===== src/rtl/pwrbtn_pkg.sv =====
package pwrbtn_pkg;
  typedef enum logic [1:0] {
    PST_RUN  = 2'b00,
    PST_SRAM = 2'b01,
    PST_SDSK = 2'b10,
    PST_OFF  = 2'b11
  } pwr_state_e;
endpackage


===== src/rtl/pwrbtn_debounce.sv =====
module pwrbtn_debounce #(
  parameter int SYNC_STAGES = 2,
  parameter int DB_CYCLES   = 16000
) (
  input  logic clk,
  input  logic rst_n,
  input  logic raw_n,
  output logic level_n,
  output logic press_stb
);
  localparam int DB_W = (DB_CYCLES < 2) ? 1 : $clog2(DB_CYCLES);
  localparam logic [DB_W-1:0] DB_LAST = DB_W'(DB_CYCLES - 1);

  logic [SYNC_STAGES-1:0] sync_q;
  logic [DB_W-1:0]        cnt_q;
  logic                   lvl_q;
  logic                   stb_q;

  for (genvar i = 0; i < SYNC_STAGES; i++) begin : g_sync
    if (i == 0) begin : g_first
      always_ff @(posedge clk or negedge rst_n)
        if (!rst_n) sync_q[i] <= 1'b1;
        else        sync_q[i] <= raw_n;
    end else begin : g_next
      always_ff @(posedge clk or negedge rst_n)
        if (!rst_n) sync_q[i] <= 1'b1;
        else        sync_q[i] <= sync_q[i-1];
    end
  end

  wire synced = sync_q[SYNC_STAGES-1];

  always_ff @(posedge clk or negedge rst_n) begin
    if (!rst_n) begin
      cnt_q <= '0;
      lvl_q <= 1'b1;
      stb_q <= 1'b0;
    end else begin
      stb_q <= 1'b0;
      if (synced == lvl_q) begin
        cnt_q <= '0;
      end else if (cnt_q == DB_LAST) begin
        cnt_q <= '0;
        lvl_q <= synced;
        stb_q <= ~synced;
      end else begin
        cnt_q <= cnt_q + 1'b1;
      end
    end
  end

  assign level_n   = lvl_q;
  assign press_stb = stb_q;

  // the filtered level moves only once the counter has run its full span
  assert_db_span_R2: assert property (@(posedge clk) disable iff (!rst_n)
    !$stable(lvl_q) |-> $past(cnt_q) == DB_LAST);
  // a press strobe always coincides with a pressed filtered level
  assert_stb_level_R2: assert property (@(posedge clk) disable iff (!rst_n)
    stb_q |-> !lvl_q);
endmodule


===== src/rtl/pwrbtn_hold_timer.sv =====
module pwrbtn_hold_timer #(
  parameter int HOLD_CYCLES = 4000000
) (
  input  logic clk,
  input  logic rst_n,
  input  logic level_n,
  output logic ovr_pulse
);
  localparam int HW = $clog2(HOLD_CYCLES + 1);
  localparam logic [HW-1:0] HOLD_MAX  = HW'(HOLD_CYCLES);
  localparam logic [HW-1:0] HOLD_LAST = HW'(HOLD_CYCLES - 1);

  logic [HW-1:0] hold_q;
  logic          ovr_q;

  always_ff @(posedge clk or negedge rst_n) begin
    if (!rst_n) begin
      hold_q <= '0;
      ovr_q  <= 1'b0;
    end else begin
      ovr_q <= !level_n && (hold_q == HOLD_LAST);
      if (level_n)                hold_q <= '0;
      else if (hold_q != HOLD_MAX) hold_q <= hold_q + 1'b1;
    end
  end

  assign ovr_pulse = ovr_q;

  // counter saturates at its limit
  assert_hold_sat_R5: assert property (@(posedge clk) disable iff (!rst_n)
    hold_q <= HOLD_MAX);
  // the override pulse appears exactly as the counter reaches its limit
  assert_ovr_at_limit_R5: assert property (@(posedge clk) disable iff (!rst_n)
    ovr_q |-> hold_q == HOLD_MAX);
  // a released button leaves a cleared count on the next edge
  assert_release_clear_R6: assert property (@(posedge clk) disable iff (!rst_n)
    level_n |=> hold_q == '0);
  // single-cycle override
  assert_ovr_width_R7: assert property (@(posedge clk) disable iff (!rst_n)
    ovr_q |=> !ovr_q);
endmodule


===== src/rtl/pwrbtn_classify.sv =====
module pwrbtn_classify
  import pwrbtn_pkg::*;
(
  input  logic       clk,
  input  logic       rst_n,
  input  logic       press_stb,
  input  logic [1:0] sys_state,
  output logic       sleep_req,
  output logic       wake_evt
);
  pwr_state_e st;
  logic sleep_q, wake_q;

  assign st = pwr_state_e'(sys_state);

  always_ff @(posedge clk or negedge rst_n) begin
    if (!rst_n) begin
      sleep_q <= 1'b0;
      wake_q  <= 1'b0;
    end else begin
      sleep_q <= press_stb && (st == PST_RUN);
      wake_q  <= press_stb && (st != PST_RUN);
    end
  end

  assign sleep_req = sleep_q;
  assign wake_evt  = wake_q;

  // a sleep request follows a press taken while running
  assert_sleep_src_R3: assert property (@(posedge clk) disable iff (!rst_n)
    sleep_q |-> $past(press_stb) && $past(sys_state) == 2'b00);
  // a wake event follows a press taken while sleeping
  assert_wake_src_R4: assert property (@(posedge clk) disable iff (!rst_n)
    wake_q |-> $past(press_stb) && $past(sys_state) != 2'b00);
  // single-cycle, mutually exclusive pulses
  assert_sleep_width_R7: assert property (@(posedge clk) disable iff (!rst_n)
    sleep_q |=> !sleep_q);
  assert_wake_width_R7: assert property (@(posedge clk) disable iff (!rst_n)
    wake_q |=> !wake_q);
  assert_exclusive_R7: assert property (@(posedge clk) disable iff (!rst_n)
    !(sleep_q && wake_q));
endmodule


===== src/rtl/pwrbtn_event_ctrl.sv =====
module pwrbtn_event_ctrl #(
  parameter int SYNC_STAGES = 2,
  parameter int DB_CYCLES   = 16000,
  parameter int HOLD_CYCLES = 4000000
) (
  input  logic       clk,
  input  logic       rst_n,
  input  logic       btn_n,
  input  logic [1:0] sys_state,
  output logic       sleep_req,
  output logic       wake_evt,
  output logic       force_off
);
  logic level_n, press_stb;

  pwrbtn_debounce #(.SYNC_STAGES(SYNC_STAGES), .DB_CYCLES(DB_CYCLES)) u_debounce (
    .clk(clk), .rst_n(rst_n), .raw_n(btn_n),
    .level_n(level_n), .press_stb(press_stb));

  pwrbtn_hold_timer #(.HOLD_CYCLES(HOLD_CYCLES)) u_hold (
    .clk(clk), .rst_n(rst_n), .level_n(level_n), .ovr_pulse(force_off));

  pwrbtn_classify u_classify (
    .clk(clk), .rst_n(rst_n), .press_stb(press_stb), .sys_state(sys_state),
    .sleep_req(sleep_req), .wake_evt(wake_evt));

  // outputs quiet in the first cycle after reset
  assert_reset_quiet_R1: assert property (@(posedge clk) disable iff (!rst_n)
    $rose(rst_n) |-> !(sleep_req || wake_evt || force_off));
endmodule


===== config.mk =====
export PLATFORM = sky130hd
export DESIGN_NAME = pwrbtn_event_ctrl
export DESIGN_NICKNAME = d
export VERILOG_FILES = /design/src/rtl/pwrbtn_pkg.sv /design/src/rtl/pwrbtn_debounce.sv /design/src/rtl/pwrbtn_hold_timer.sv /design/src/rtl/pwrbtn_classify.sv /design/src/rtl/pwrbtn_event_ctrl.sv
export SDC_FILE = /design/constraint.sdc
export NUM_CORES = 1
export LEC_CHECK = 0
export ABC_CLOCK_PERIOD_IN_PS = 4860
export BUFFER_PORTS_ARGS = -buffer_cell sky130_fd_sc_hd__buf_2
export CAP_MARGIN = 20
export CELL_PAD_IN_SITES_DETAIL_PLACEMENT = 0
export CELL_PAD_IN_SITES_GLOBAL_PLACEMENT = 1
export CORE_ASPECT_RATIO = 1.75
export CORE_MARGIN = 2
export CORE_UTILIZATION = 51
export DETAILED_ROUTE_END_ITERATION = 7
export PLACE_DENSITY = 0.89
export SKIP_CTS_REPAIR_TIMING = 1
export SYNTH_ARGS = -nofsm -noshare
export SYNTH_HDL_FRONTEND = slang
export SYNTH_SLANG_ARGS = --single-unit
export TNS_END_PERCENT = 30

===== constraint.sdc =====
create_clock -name clk -period 4.86 [get_ports clk]
set_clock_uncertainty 0.1 [all_clocks]
set_input_delay 0.972 -clock clk [delete_from_list [all_inputs] [get_ports clk]]
set_output_delay 0.972 -clock clk [all_outputs]
set_load 0.1 [all_outputs]

==> summary.txt <==
Status = finished clean
Setup TNS Final = 0 ns
Hold Crit Depth = 0
Clock Latency Late Sink = 0.29 ns
Internal Power = 0.000466 W
Gate power share = 2.4%
Non-filler cells in the finished layout = 260
Full die area = 0.00453 sq mm
Routed Antenna Nets = 0
Critical path arrival = 2.41 ns
Row cnt = 30
Slew Viols, Final = 0
Min Tclk post-route = 2.30 ns
Worst-Margin Slew = 0.912 ns
Iteration-0 DRC Markers = 40
Maximum clock path buffer count = 2
Synth Instances = 204
MaxCap Viol Count = 0
Reg2Reg Depth = 4
Crit-path slowest cell = or4_2
Final net count = 219
Residual DRC count = 0
Yosys reg bits = 43
Setup crit start kind = flop
CTS buffer count = 5
Post-synthesis area per instance = 9.98 sq um
IO Pins = 8
Post-DP HPWL = 2.68 mm
Initial antenna violation count = 0
Mapped cell area = 0.00204 sq mm
Post-synthesis sequential area ratio = 53.0%
Final hold viol count = 0
Root buf cell = clkbuf_8
Commonest non-fill, non-tap cell in the layout = dfrtp_1
GRT Overall Usage = 19.8%
Most frequent cells in the layout = dfrtp_1, nor2_1, a21oi_1
Setup CP Type = reg -> reg
Tcrit/Tclk final = 47.3%
Worst Path Required = 4.97 ns
Switching share of power = 21.4%
Leak = 0.902 nW
Die Wd = 51.8 um
Layout cells sized above 1 = 9.91%
Starting density of the core = 52.7%
Synthesized Nets = 212
CTS clk-pin slew, worst paths = 0.07 ns
CP max stage delay = 0.75 ns
Crit Path Max Fanout = 11
Wirelength per Cell = 14.6 um
Synth-to-Final Area Change = 7.38%
Sequential Power Share = 61.4%
RSZ-0062 raised after global routing = no
Peak VDD IR = 0.000212 V
P_sw = 0.000127 W
Netlist cell types = 31
Worst R2R Setup Slack = 2.56 ns
Fill cell count = 345
Ant. Diodes = 0
Synthesis warning total = 0
Multi-input logic area = 907 sq um
HP Class = reg -> reg
Vias in the first global route = 1,560
Largest net degree at the start of global routing = 44
Crit-path cells = and4_1, nand4_1, or4_2, a21oi_1
CTS tree = built
Gpl congestion = 0.842
Power density over cell area = 271 mW/mm^2
Crit end category = flop
Port Buffer Count = 7
Clock share of power = 36.2%
Core area = 0.00387 sq mm
Placed cell count = 252
Die extent in y = 87.6 um
Gr ovfl total = 0
Wirelength, routed = 3.80 mm
Routed vias/inst = 5.79
CTS Sinks = 43
Number of detailed-route iterations in the first pass = 4
Seq. cell area = 0.00108 sq mm
Relative slew margins = 39.2%
Routed via count = 1,505
Number of H-tree levels = 2
Global-route wire length before repair = 6.68 mm
Setup Viol. Count Final = 0
Fmax = 435 MHz
flip-flops by register name, summed over array words and instances, names as in the netlist:
register	count
u_debounce.level_n	1
u_debounce.synced	1
u_classify.sleep_req	1
u_debounce.sync_q	1
u_debounce.press_stb	1
u_hold.hold_q	22
u_hold.ovr_pulse	1
u_classify.wake_evt	1
u_debounce.cnt_q	14
synth_stat cells, drive strengths merged:
cell type | count | area share, %
nor2 | 26 | 4.8
and2 | 3 | 0.92
or2 | 1 | 0.31
nor2b | 1 | 0.31
or3b | 1 | 0.43
a21oi | 13 | 3.2
and4 | 4 | 1.7
xor2 | 12 | 5.2
dfrtp | 40 | 49
mux2 | 1 | 0.55
clkbuf | 7 | 1.3
o21a | 1 | 0.37
xnor2 | 10 | 4.3
dfstp | 3 | 3.9
ha | 3 | 1.8
nor4 | 7 | 2.2
nor3b | 1 | 0.37
and3b | 1 | 0.43
nand2b | 1 | 0.31
or4b | 1 | 0.49
or4 | 6 | 2.5
inv | 6 | 1.1
o31ai | 4 | 1.5
o21ai | 9 | 2.2
nand2 | 12 | 2.2
nand4 | 11 | 3.4
or3 | 8 | 2.5
nand3 | 10 | 2.5
nor3 | 1 | 0.25
cell type report:
cell class	count	area share [%]
repair buffers	7	1.60
flip-flops and latches	43	49.4
inverters	6	1.03
multi-input cells	148	41.5
clock inverters	1	0.229
clock buffers	7	3.49
well taps	48	2.75
critical path: cells and delay by family (launching register included):
| family | cells | cell delay (ns) |
|---|---|---|
| compound gates | 1 | 0.17 |
| flops | 1 | 0.45 |
| simple gates | 3 | 1.50 |
routing by layer:
layer | share of wire, % | vias up | track usage (%)
met5 | 0 | - | 0
met4 | 2.1 | 0 | 8.85
met3 | 2.5 | 7 | 4.27
met2 | 56 | 16 | 37.2
met1 | 40 | 752 | 20.4
li1 | - | 730 | -
stage by stage:
step	utilization, %	total power [W]	setup slack (ns)	hold slack (ns)	instance area, sq um
2_1_floorplan	-	0.000376	2.77	0.245	2040
3_3_place_gp	54.4	0.000385	2.70	0.247	2100
3_5_place_dp	54.4	0.000386	2.58	0.247	2100
4_1_cts	56.5	0.000603	2.56	0.258	2190
5_1_grt	56.5	0.000621	2.39	0.267	2190
6_report	56.5	0.000593	2.56	0.257	2190
worst paths after layout:
| check | from | end |
|---|---|---|
| max reg2reg | u_hold.hold_q[2]$_DFFE_PN0P_ | u_hold.hold_q[15]$_DFFE_PN0P_ |
| max in group asynchronous | rst_n | u_hold.hold_q[8]$_DFFE_PN0P_ |
| min | u_debounce.sync_q[0]$_DFF_PN1_ | u_debounce.synced$_DFF_PN1_ |
| max | u_hold.hold_q[2]$_DFFE_PN0P_ | u_hold.hold_q[15]$_DFFE_PN0P_ |
| min reg2reg | u_debounce.sync_q[0]$_DFF_PN1_ | u_debounce.synced$_DFF_PN1_ |
| min in group asynchronous | rst_n | u_hold.hold_q[20]$_DFFE_PN0P_ |
cells by family after synthesis:
group | count (synthesis) | synth area share, %
AO/OA/AOI/OAI | 27 | 7.25
multiplexers | 1 | 0.553
buffers and inverters | 13 | 2.40
AND/OR/NAND/NOR | 95 | 25.4
adder cells (fa/ha/maj) | 3 | 1.84
XOR/XNOR | 22 | 9.47
flip-flops | 43 | 53.0
power by group through the flow:
stage | Combinational, W | Sequential [W] | Clock [W]
after global routing | 0.0000173 | 0.000364 | 0.000239
final | 0.0000141 | 0.000364 | 0.000215
after global placement | 0.0000143 | 0.000371 | 0
after CTS | 0.0000150 | 0.000364 | 0.000224
after detailed placement | 0.0000149 | 0.000371 | 0
after floorplan | 0.00000627 | 0.000370 | 0
(Power assumes the default switching activity.)
